`src/rtl/tdc_pkg.sv`:
```
package tdc_pkg;

    // Two-of-three vote used to suppress single-tap bubbles.
    function automatic logic maj3(input logic a, input logic b, input logic c);
        return (a & b) | (a & c) | (b & c);
    endfunction

    // Circular neighbour indices on the delay line (tap N aliases tap 0).
    function automatic int tap_below(input int i, input int n);
        return (i == 0) ? n - 1 : i - 1;
    endfunction

    function automatic int tap_above(input int i, input int n);
        return (i == n - 1) ? 0 : i + 1;
    endfunction

    typedef enum logic {
        STAMP_OK  = 1'b0,
        STAMP_BAD = 1'b1
    } stamp_stat_e;

endpackage

```
`src/rtl/tdc_bubble_fix.sv`:
```
module tdc_bubble_fix #(
    parameter int N_TAPS = 32
) (
    input  logic [N_TAPS-1:0] raw,
    output logic [N_TAPS-1:0] clean
);
    import tdc_pkg::*;

    for (genvar g = 0; g < N_TAPS; g++) begin : g_vote
        localparam int LO = tap_below(g, N_TAPS);
        localparam int HI = tap_above(g, N_TAPS);
        assign clean[g] = maj3(raw[LO], raw[g], raw[HI]);
    end

    // a solid word passes the vote unchanged
    always_comb begin
        if (&raw)  a_r4_solid_ones:  assert (&clean);
        if (~|raw) a_r4_solid_zeros: assert (~|clean);
    end

endmodule

```
`src/rtl/tdc_edge_find.sv`:
```
module tdc_edge_find #(
    parameter int N_TAPS = 32,
    parameter int FW     = $clog2(N_TAPS)
) (
    input  logic [N_TAPS-1:0] therm,
    output logic [FW-1:0]     pos,
    output logic              found
);
    logic [FW-1:0] pos_below;

    // Scan from the top so the lowest matching tap wins.
    always_comb begin
        pos   = '0;
        found = 1'b0;
        for (int i = N_TAPS - 1; i >= 0; i--) begin
            if (therm[(i == 0) ? N_TAPS - 1 : i - 1] && !therm[i]) begin
                pos   = FW'(i);
                found = 1'b1;
            end
        end
    end

    assign pos_below = pos - 1'b1;   // wraps mod N_TAPS (power of two)

    always_comb begin
        // the reported position really is a one-to-zero step
        if (found) a_r3_step_at_pos: assert (!therm[pos] && therm[pos_below]);
        // no step only for a solid word
        if (!found) a_r5_solid_when_none: assert ((&therm) || (~|therm));
    end

endmodule

```
`src/rtl/tdc_coarse_ctr.sv`:
```
module tdc_coarse_ctr #(
    parameter int COARSE_W = 16
) (
    input  logic                clk,
    input  logic                rst,
    output logic [COARSE_W-1:0] cnt,
    output logic [COARSE_W-1:0] cnt_lag
);
    always_ff @(posedge clk) begin
        if (rst) begin
            cnt     <= '0;
            cnt_lag <= '1;
        end else begin
            cnt     <= cnt + 1'b1;
            cnt_lag <= cnt;
        end
    end

    // one step per clock, modulo the width
    a_r6_coarse_step: assert property (@(posedge clk) disable iff (rst)
        1'b1 |=> cnt == COARSE_W'($past(cnt) + 1'b1));

    // lagging copy trails the live count by exactly one period
    a_r7_lag_copy: assert property (@(posedge clk) disable iff (rst)
        cnt_lag == COARSE_W'(cnt - 1'b1));

endmodule

```
`src/rtl/tdc_tag_enc.sv`:
```
module tdc_tag_enc #(
    parameter int N_TAPS   = 32,
    parameter int COARSE_W = 16,
    localparam int FW      = $clog2(N_TAPS),
    localparam int TW      = COARSE_W + FW
) (
    input  logic              clk,
    input  logic              rst,
    input  logic              hit_valid,
    input  logic [N_TAPS-1:0] hit_taps,
    output logic              ts_valid,
    output logic              ts_err,
    output logic [TW-1:0]     ts_word
);
    import tdc_pkg::*;

    logic [N_TAPS-1:0]   clean;
    logic [FW-1:0]       pos;
    logic                found;
    logic [COARSE_W-1:0] cnt, cnt_lag, coarse_sel;
    logic [FW-1:0]       fine;
    stamp_stat_e         stat;

    tdc_bubble_fix #(.N_TAPS(N_TAPS)) u_fix (
        .raw   (hit_taps),
        .clean (clean)
    );

    tdc_edge_find #(.N_TAPS(N_TAPS), .FW(FW)) u_find (
        .therm (clean),
        .pos   (pos),
        .found (found)
    );

    tdc_coarse_ctr #(.COARSE_W(COARSE_W)) u_ctr (
        .clk     (clk),
        .rst     (rst),
        .cnt     (cnt),
        .cnt_lag (cnt_lag)
    );

    // Late-period hits take the lagging counter copy.
    always_comb begin
        stat       = found ? STAMP_OK : STAMP_BAD;
        fine       = (stat == STAMP_OK) ? pos : '0;
        coarse_sel = fine[FW-1] ? cnt_lag : cnt;
    end

    always_ff @(posedge clk) begin
        if (rst) begin
            ts_valid <= 1'b0;
            ts_err   <= 1'b0;
            ts_word  <= '0;
        end else begin
            ts_valid <= hit_valid;
            if (hit_valid) begin
                ts_err  <= (stat == STAMP_BAD);
                ts_word <= {coarse_sel, fine};
            end
        end
    end

    // one timestamp per sampled hit, none otherwise
    a_r2_valid_follows: assert property (@(posedge clk) disable iff (rst)
        hit_valid |=> ts_valid);
    a_r2_no_spurious: assert property (@(posedge clk) disable iff (rst)
        !hit_valid |=> !ts_valid);
    a_r2_hold_word: assert property (@(posedge clk) disable iff (rst)
        !hit_valid |=> $stable(ts_word) && $stable(ts_err));
    // an error stamp carries a zero fine field
    a_r5_err_fine_zero: assert property (@(posedge clk) disable iff (rst)
        ts_valid && ts_err |-> ts_word[FW-1:0] == '0);

endmodule

```
`config.mk`:
```
export PLATFORM = sky130hd
export DESIGN_NAME = tdc_tag_enc
export DESIGN_NICKNAME = d
export VERILOG_FILES = /design/src/rtl/tdc_pkg.sv /design/src/rtl/tdc_bubble_fix.sv /design/src/rtl/tdc_edge_find.sv /design/src/rtl/tdc_coarse_ctr.sv /design/src/rtl/tdc_tag_enc.sv
export SDC_FILE = /design/constraint.sdc
export NUM_CORES = 1
export LEC_CHECK = 0
export ABC_AREA = 0
export ABC_CLOCK_PERIOD_IN_PS = 3800
export CORE_UTILIZATION = 53
export DETAILED_ROUTE_END_ITERATION = 10
export PLACE_DENSITY = 0.8
export SYNTH_ARGS = -nofsm -noshare
export SYNTH_HDL_FRONTEND = slang
export SYNTH_HIERARCHICAL = 1
export SYNTH_SLANG_ARGS = --single-unit
```
`constraint.sdc`:
```
create_clock -name clk -period 3.8 [get_ports clk]
set_input_delay 0.76 -clock clk [delete_from_list [all_inputs] [get_ports clk]]
set_output_delay 0.76 -clock clk [all_outputs]
set_load 0.1 [all_outputs]
```
==> Word level (Yosys, flattened, before mapping) <==
Index checks and enable logic that the tools add are counted.
{ "totals": {"regBits": 55, "latch_bits": 0, "ram_bits": 0, "rom_bits": 0, "in_bits": 35, "out_inout_bits": 23, "wordCells": 265, "n_memories": 0} }
{ "classes": {"add_sub_neg": 1, "n_mul": 0, "n_div": 0, "magnitude_cmp": 0, "n_eq_ne": 0, "shift": 0, "n_mux": 67, "bitwise_logic": 128, "n_reduce_logical": 64} }
{ "op_table": {"columns": ["operator", "n"], "rows": [
  ["$mux W5", 33],
  ["$and A1 B1 Y1", 64],
  ["$or A1 B1 Y1", 64],
  ["$mux W1", 33],
  ["$logic_and A1 B1 Y1", 32],
  ["$logic_not A1 Y1", 32],
  ["$add A16 B1 Y16 const B", 1],
  ["$mux W16", 1]
]} }

==> Logic depth before layout (Yosys ltp) <==
Gate-level depths: netlist (run 1).
{ "logic_depth": {"ltp_word": 39, "ltp_mapped": 10, "ltp_nobuf": 8} }

==> Modules after synthesis <==
Netlist (run 1), hierarchy kept.
{ "modules_own_cells": {"columns": ["mod", "instances", "cells_per_inst", "area_per_inst_um2", "seq_area_each_um2"], "rows": [
  ["tdc_coarse_ctr", 1, 107, 1126.1, 640.6],
  ["tdc_tag_enc", 1, 120, 1113.6, 460.4],
  ["tdc_edge_find", 1, 106, 671.9, 0.0],
  ["tdc_bubble_fix", 1, 32, 360.3, 0.0]
]} }

==> Least setup slack after synthesis (run 1) <==
No wires, ideal clock.
{ "synth_path": {"path_kind": "input -> register", "from": "input hit_taps[4]", "to": "register ts_word[18]", "setup_time_ns": 0.091, "arrival_ns": 2.717, "required_time_ns": 3.709, "setup_slack_ns": 0.992, "path_stages": 8, "n_path_buf": 1, "cell_sequence": "maj3_2 -> nor2b_1 -> or4_1 -> nand4b_1 -> nand2b_1 -> buf_4 -> a21bo_2 -> a311oi_1"} }
{ "synth_via": {"elab_chain_cells": 13, "word_cells_on_any_way": 33, "cone_classes": "mux (16); bitwise (10); reduce/logical (7)"} }
{ "synth_lines": {"columns": ["element", "line", "rtl"], "rows": [
  ["from (decl)", "tdc_tag_enc.sv:10", "input logic [N_TAPS-1:0] hit_taps,"],
  ["$and A1 B1 Y1", "tdc_pkg.sv:5", "return (a & b) | (a & c) | (b & c);"],
  ["$or A1 B1 Y1 (2 in a row)", "tdc_pkg.sv:5", null],
  ["$logic_and A1 B1 Y1 / $logic_not A1 Y1 (equally long branches)", "tdc_edge_find.sv:16", "if (therm[(i == 0) ? N_TAPS - 1 : i - 1] && !therm[i]) begin"],
  ["$mux W1 / $logic_and A1 B1 Y1 (equally long branches)", "tdc_edge_find.sv:16", null],
  ["$mux W1 (2 in a row)", "tdc_edge_find.sv:16", null],
  ["$mux W1 * (4 in a row)", "tdc_edge_find.sv:16", null],
  ["named net found", "tdc_tag_enc.sv:19", "logic found;"],
  ["$mux W5 *", "tdc_tag_enc.sv:45", "fine = (stat == STAMP_OK) ? pos : '0;"],
  ["$mux W16 *", "tdc_tag_enc.sv:46", "coarse_sel = fine[FW-1] ? cnt_lag : cnt;"],
  ["to (signal assigned)", "tdc_tag_enc.sv:58", "ts_word <= {coarse_sel, fine};"],
  ["to (decl)", "tdc_tag_enc.sv:13", "output logic [TW-1:0] ts_word"]
]} }
Mark *: on every way through the listed nets, which the timed path passes. The rest lies on a longest branch.
A chain may end at the register's enable or synchronous reset.

==> Worst setup path after layout (run 1) <==
{ "layout_path": {"from": "input hit_taps[2]", "to": "register ts_word[19]"} }
{ "layout_via": {"elab_chain_cells": 11, "word_cells_on_any_way": 29, "cone_classes": "mux (12); bitwise (10); reduce/logical (7)"} }
{ "layout_lines": {"columns": ["element", "line", "rtl"], "rows": [
  ["$and A1 B1 Y1", "tdc_pkg.sv:5", null],
  ["$or A1 B1 Y1 * (2 in a row)", "tdc_pkg.sv:5", null],
  ["named net clean[3]", "tdc_tag_enc.sv:17", "logic [N_TAPS-1:0] clean;"],
  ["$logic_and A1 B1 Y1 / $logic_not A1 Y1 (equally long branches)", "tdc_edge_find.sv:16", null],
  ["$mux W1 / $logic_and A1 B1 Y1 (equally long branches)", "tdc_edge_find.sv:16", null],
  ["$mux W1 * (4 in a row)", "tdc_edge_find.sv:16", null],
  ["named net found", "tdc_tag_enc.sv:19", null],
  ["$mux W5 *", "tdc_tag_enc.sv:45", null],
  ["$mux W16 *", "tdc_tag_enc.sv:46", null]
]} }
Marks and branches as above.

==> results of run 1 <==
[layout make-up]
type	instances	area, um2
tap	75	93.8
clock inverter	3	22.5
multi-input combinational	280	2000
fill	493	1960
clock buffer	5	68.8
inverter	12	45.0
sequential	55	1100
timing repair buffer	63	628
[metal layers]
layer / GRT usage / vias up / routed length [um]
li1: - / 1448 / -
met1: 0.296 / 1273 / 3290
met2: 0.359 / 72 / 3150
met3: 0.0489 / 0 / 365
met4: 0.0321 / 0 / 0
met5: 0 / - / 0
[layout by cell type (no fill, tap or decap), drive strengths merged, types with 5 or more instances in the layout]
master and n:
maj3 32, a21bo 17, buf 6, nand3 29, nand2 15, nor2b 9
a311oi 16, dfxtp 55, clkbuf 5, o21ai 5, or2 18, clkdlybuf4s50 57
inv 13, a21oi 12, xnor2 8, nor2 37, nand4 5, nand2b 24
[cell families (layout without fill, tap and decap cells)]
group,after synthesis,after routing,share of synthesized area
buffers and inverters,30,83,0.0520
adders and majority gates,33,33,0.114
xor gates and xnor gates,9,9,0.0241
and+or+nand+nor,155,155,0.264
AOI/OAI and AO/OA,80,80,0.200
muxes,3,3,0.00918
DFF,55,55,0.337
[path summary, 6_finish.rpt]
check	start	to	slack (ns)
max	hit_taps[2]	ts_word[19]$_SDFFE_PP0P_	0.54
min	ts_word[3]$_SDFFE_PP0P_	ts_word[3]$_SDFFE_PP0P_	0.48
max reg2reg	u_ctr/cnt[1]$_SDFF_PP0_	u_ctr/cnt[14]$_SDFF_PP0_	2.21
min reg2reg	ts_word[3]$_SDFFE_PP0P_	ts_word[3]$_SDFFE_PP0P_	0.48
[critical path: stages]
cell and delay [ns]:
clkdlybuf4s50_1 0.46, maj3_2 0.36, nor2b_1 0.16, or4_1 0.58, nand4b_1 0.24, nand2b_1 0.18
buf_4 0.24, a21bo_1 0.22, a311oi_1 0.25
[sequential cells by signal, indices dropped and copies added, names as in the netlist]
signal         cells
ts_err             1
ts_word           21
u_ctr/cnt         16
u_ctr/cnt_lag     16
ts_valid           1
[report_power, final]
group	switching, mW	internal [mW]
clock	0.197	0.132
sequential	0.0142	0.602
combinational	0.215	0.141
[through the flow]
step                      setup slack, ns  power, mW  cells  instance area (um2)  hold WS, ns
after floorplan                     0.992      0.876    365                 3270        0.449
after global placement              0.283      0.976    485                 3870        0.457
after detailed placement            0.226      0.982    485                 3870        0.462
after CTS                           0.544       1.30    493                 3960        0.476
after global routing                0.413       1.36    493                 3960        0.496
final                               0.539       1.30    493                 3960        0.477
==> qor.yml, run 1 <==
min_path:
  hp-class: "flop to flop"
  min_path_cells: 2
global_routing:
  grt_antenna_before_repair: 0
  grt_pass1_vias: 2523
  grt_max_degree: 46
  gr-total-overflow: 0
  grtUsageTotal: 0.219
  grt_pass1_wl_um: 11200
pwr:
  powerDensity_nw_per_um2: 328
  leakagePower_nw: 1.40
  ir_drop_uv: 339
worst_setup_path:
  path_max_fanout: 34
  worst_setup_path_end_kind: "flop"
  reg2regPathDepth: 5
  start_kind: "input port"
  path_class: "input port to flop"
  worstPathRequired_ns: 4.00
  critPathArrivalTime_ns: 3.46
route:
  antenna_left: 0
  drt-total-wl_um: 6810
  vias_per_cell: 5.67
  drtIter0Drc: 128
  avgRoutedWirePerCell_um: 13.8
  drc_errors: 0
  num_vias: 2793
  first_pass_iters: 4
synthesis:
  synth_top_cell_area_share: 0.337
  yosysMostFrequentCell: "dfxtp_1"
  ys_ff_latch: 55
  synthArstFlopShare: 0
  syn_inst: 365
  syn-cell-area_um2: 3270
  netlist_top_cells_count: "dfxtp_1, nor2_1, maj3_2"
  synth_cell_types: 59
  synth_top_cell_by_area: "dfxtp_1"
  synthTopCellsByArea: "dfxtp_1, maj3_2, a21bo_1, nand2b_1, a311oi_1"
  synth_flop_cell: "dfxtp_1"
  yosysSeqAreaShare: 0.337
  synth_edf_count: 0
  yosys_warnings: 6
  synth_nets: 401
  avgSynthCellArea_um2: 8.96
clock_network:
  postCtsHoldBufs: 0
  clk_latency_ns: 0.31
  cts_tree: "done"
  clockBufferDepth: 2
  root_buffer: "clkbuf_8"
  cts.htree.levels: 2
  cts_buffers: 5
  post_cts_buffers: 0
  cts_resized: 0
  numClockSinks: 55
  path_clk_slew_ns: 0.10
finish:
  diodes: 0
  area_growth_pct: 21.1
  layout-drive-gt1-share: 0.151
  final_util: 0.669
  final_nets: 453
sta:
  slew_viol_final: 0
  period_minus_slack_ns: 3.26
  finalHoldViolations: 0
  finalSetupTns_ns: 0
  grt_setup_unrepaired: "false"
  finClkSkew_ns: 0.0124
  tightest_slew_ns: 1.05
  setup_violations: 0
  max_slew_margin: 0.296
  max_freq_mhz: 307
  timing.final.crit_share: 0.858
floorplan:
  num_rows: 28
  die_area_um2: 6490
  initial_core_util: 0.553
  core_area_um2: 5920
  die_h_um: 80.6
  io-pin-count: 58
  dieWidth_um: 80.6
place:
  place.gp.congestion: 0.895
  dp_hpwl_um: 5040
  io_buffers: 57
run_status:
  outcome: "finished, final reports clean"
job:
  max_cap_violations: 0
Power figures use the tool's default switching activity.
==> inputs of run 2 (changes only) <==
--- a/config.mk
+++ b/config.mk
@@ -7,9 +7,10 @@
 export LEC_CHECK = 0
 export ABC_AREA = 0
 export ABC_CLOCK_PERIOD_IN_PS = 3800
-export CORE_UTILIZATION = 53
+export CORE_UTILIZATION = 55
 export DETAILED_ROUTE_END_ITERATION = 10
-export PLACE_DENSITY = 0.8
+export GPL_TIMING_DRIVEN = 1
+export PLACE_DENSITY = 0.83
 export SYNTH_ARGS = -nofsm -noshare
 export SYNTH_HDL_FRONTEND = slang
 export SYNTH_HIERARCHICAL = 1
==> run 2 against run 1 <==
  * Die area is 3.5% lower
  * Non-clock buffer count is 1 lower
  * Clock power is 19% higher
  * Sequential power hardly changed
  * Routed wire length grew 2.2%
  * Fmax fell by 0.67%
  * Register-to-register slack got worse by 0.05 ns
==> qor.yml, run 2 (synthesized netlist as in run 1, its figures left out) <==
pwr:
  power_mw: 1.36
  powerDensity_nw_per_um2: 343
  ir_drop_uv: 323
  leakagePower_nw: 1.41
floorplan:
  die_h_um: 79.1
  io-pin-count: 58
  initial_core_util: 0.583
  core_area_um2: 5610
  die_area_um2: 6260
  dieWidth_um: 79.1
  num_rows: 27
global_routing:
  grt_antenna_before_repair: 0
  grt_max_degree: 46
  grt_pass1_wl_um: 11800
  grtUsageTotal: 0.234
  gr-total-overflow: 0
  grt_pass1_vias: 2573
run_status:
  outcome: "finished, final reports clean"
sta:
  finalSetupTns_ns: 0
  setup_violations: 0
  timing.final.crit_share: 0.864
  period_minus_slack_ns: 3.28
  finalHoldViolations: 0
  slew_viol_final: 0
  hold_ws_ns: 0.485
  finClkSkew_ns: 0.00285
  max_freq_mhz: 305
  max_slew_margin: 0.335
  tightest_slew_ns: 0.994
  fin_ws_ns: 0.517
  grt_setup_unrepaired: "false"
worst_setup_path:
  worst_setup_path_end_kind: "flop"
  reg2regPathDepth: 5
  cp_slowest_cell: "or4_1"
  worstPathRequired_ns: 4.00
  path_class: "input port to flop"
  path_delay_family: "simple AND/OR/NAND/NOR gates"
  start_kind: "input port"
  critPathArrivalTime_ns: 3.48
  path_max_fanout: 35
  cp_num_buf_inv: 2
  worstPathCellList: "clkdlybuf4s50_1 -> maj3_2 -> nor2b_1 -> or4_1 -> nand4b_1 -> nand2b_1 -> buf_4 -> a21bo_1 -> a311oi_1"
  path_depth: 9
  critPathMaxStageDelay_ns: 0.59
finish:
  final_nets: 452
  final_cell_mix: "clkdlybuf4s50_1, dfxtp_1, nor2_1"
  final_util: 0.709
  area_growth_pct: 21.6
  top_regs: "ts_word: 21 flops, u_ctr/cnt: 16 flops, u_ctr/cnt_lag: 16 flops"
  diodes: 0
  largest_reg_flops: 21
  final_cells: 489
  top_register: "ts_word"
  design_area_um2: 3980
  layout_commonest_cell: "clkdlybuf4s50_1"
  layout-drive-gt1-share: 0.149
place:
  io_buffers: 57
  place.gp.congestion: 0.899
  dp_hpwl_um: 5060
  place_area_um2: 3860
  dp_cells: 481
  pre_cts_ws_ns: 0.202
route:
  avgRoutedWirePerCell_um: 14.2
  first_pass_iters: 5
  drt-total-wl_um: 6960
  vias_per_cell: 5.82
  drc_errors: 0
  num_vias: 2848
  drtIter0Drc: 144
  antenna_left: 0
clock_network:
  numClockSinks: 55
  cts.htree.levels: 2
  postCtsHoldBufs: 0
  post_cts_buffers: 0
  cts_tree: "done"
  clockBufferDepth: 2
  path_clk_slew_ns: 0.09
  clk_latency_ns: 0.30
  root_buffer: "clkbuf_8"
  cts_buffers: 5
  cts_resized: 0
min_path:
  hp-class: "flop to flop"
  min_path_cells: 2
job:
  max_cap_violations: 0
[run 2: final timing paths]
kind	start	slack, ns	to
worst max register to register	u_ctr/cnt[0]$_SDFF_PP0_	2.16	u_ctr/cnt[10]$_SDFF_PP0_
worst max-delay path	hit_taps[4]	0.52	ts_word[15]$_SDFFE_PP0P_
worst min register to register	ts_word[0]$_SDFFE_PP0P_	0.48	ts_word[0]$_SDFFE_PP0P_
worst min-delay path	ts_word[0]$_SDFFE_PP0P_	0.48	ts_word[0]$_SDFFE_PP0P_
[run 2: power by group]
part           internal (mW)  switching [mW]  leakage (nW)  total, mW
clock network          0.213           0.178        0.0612      0.391
registers              0.602          0.0141         0.454      0.616
logic                  0.140           0.216         0.895      0.356
total                  0.955           0.408          1.41       1.36
[run 2: worst min-delay path, delay by kind of cell, from the launching register on]
family	cells	cell delay, ns
flops	1	0.32
simple gates	1	0.07
compound gates	1	0.06
[run 2: layer usage]
layer / wire length, um / share of wire / global-route usage
met1: 3380 / 0.49 / 0.315
met2: 3140 / 0.45 / 0.391
met3: 368 / 0.053 / 0.0379
met4: 65 / 0.0093 / 0.0545
met5: 0 / 0 / 0
[run 2: layout make-up]
type,count,area [um2]
sequential,55,1100
timing repair buffer,62,621
multi-input combinational,280,2000
tap,72,90.1
fill,456,1630
inverter,12,45.0
clock buffer,6,82.6
clock inverter,2,35.0
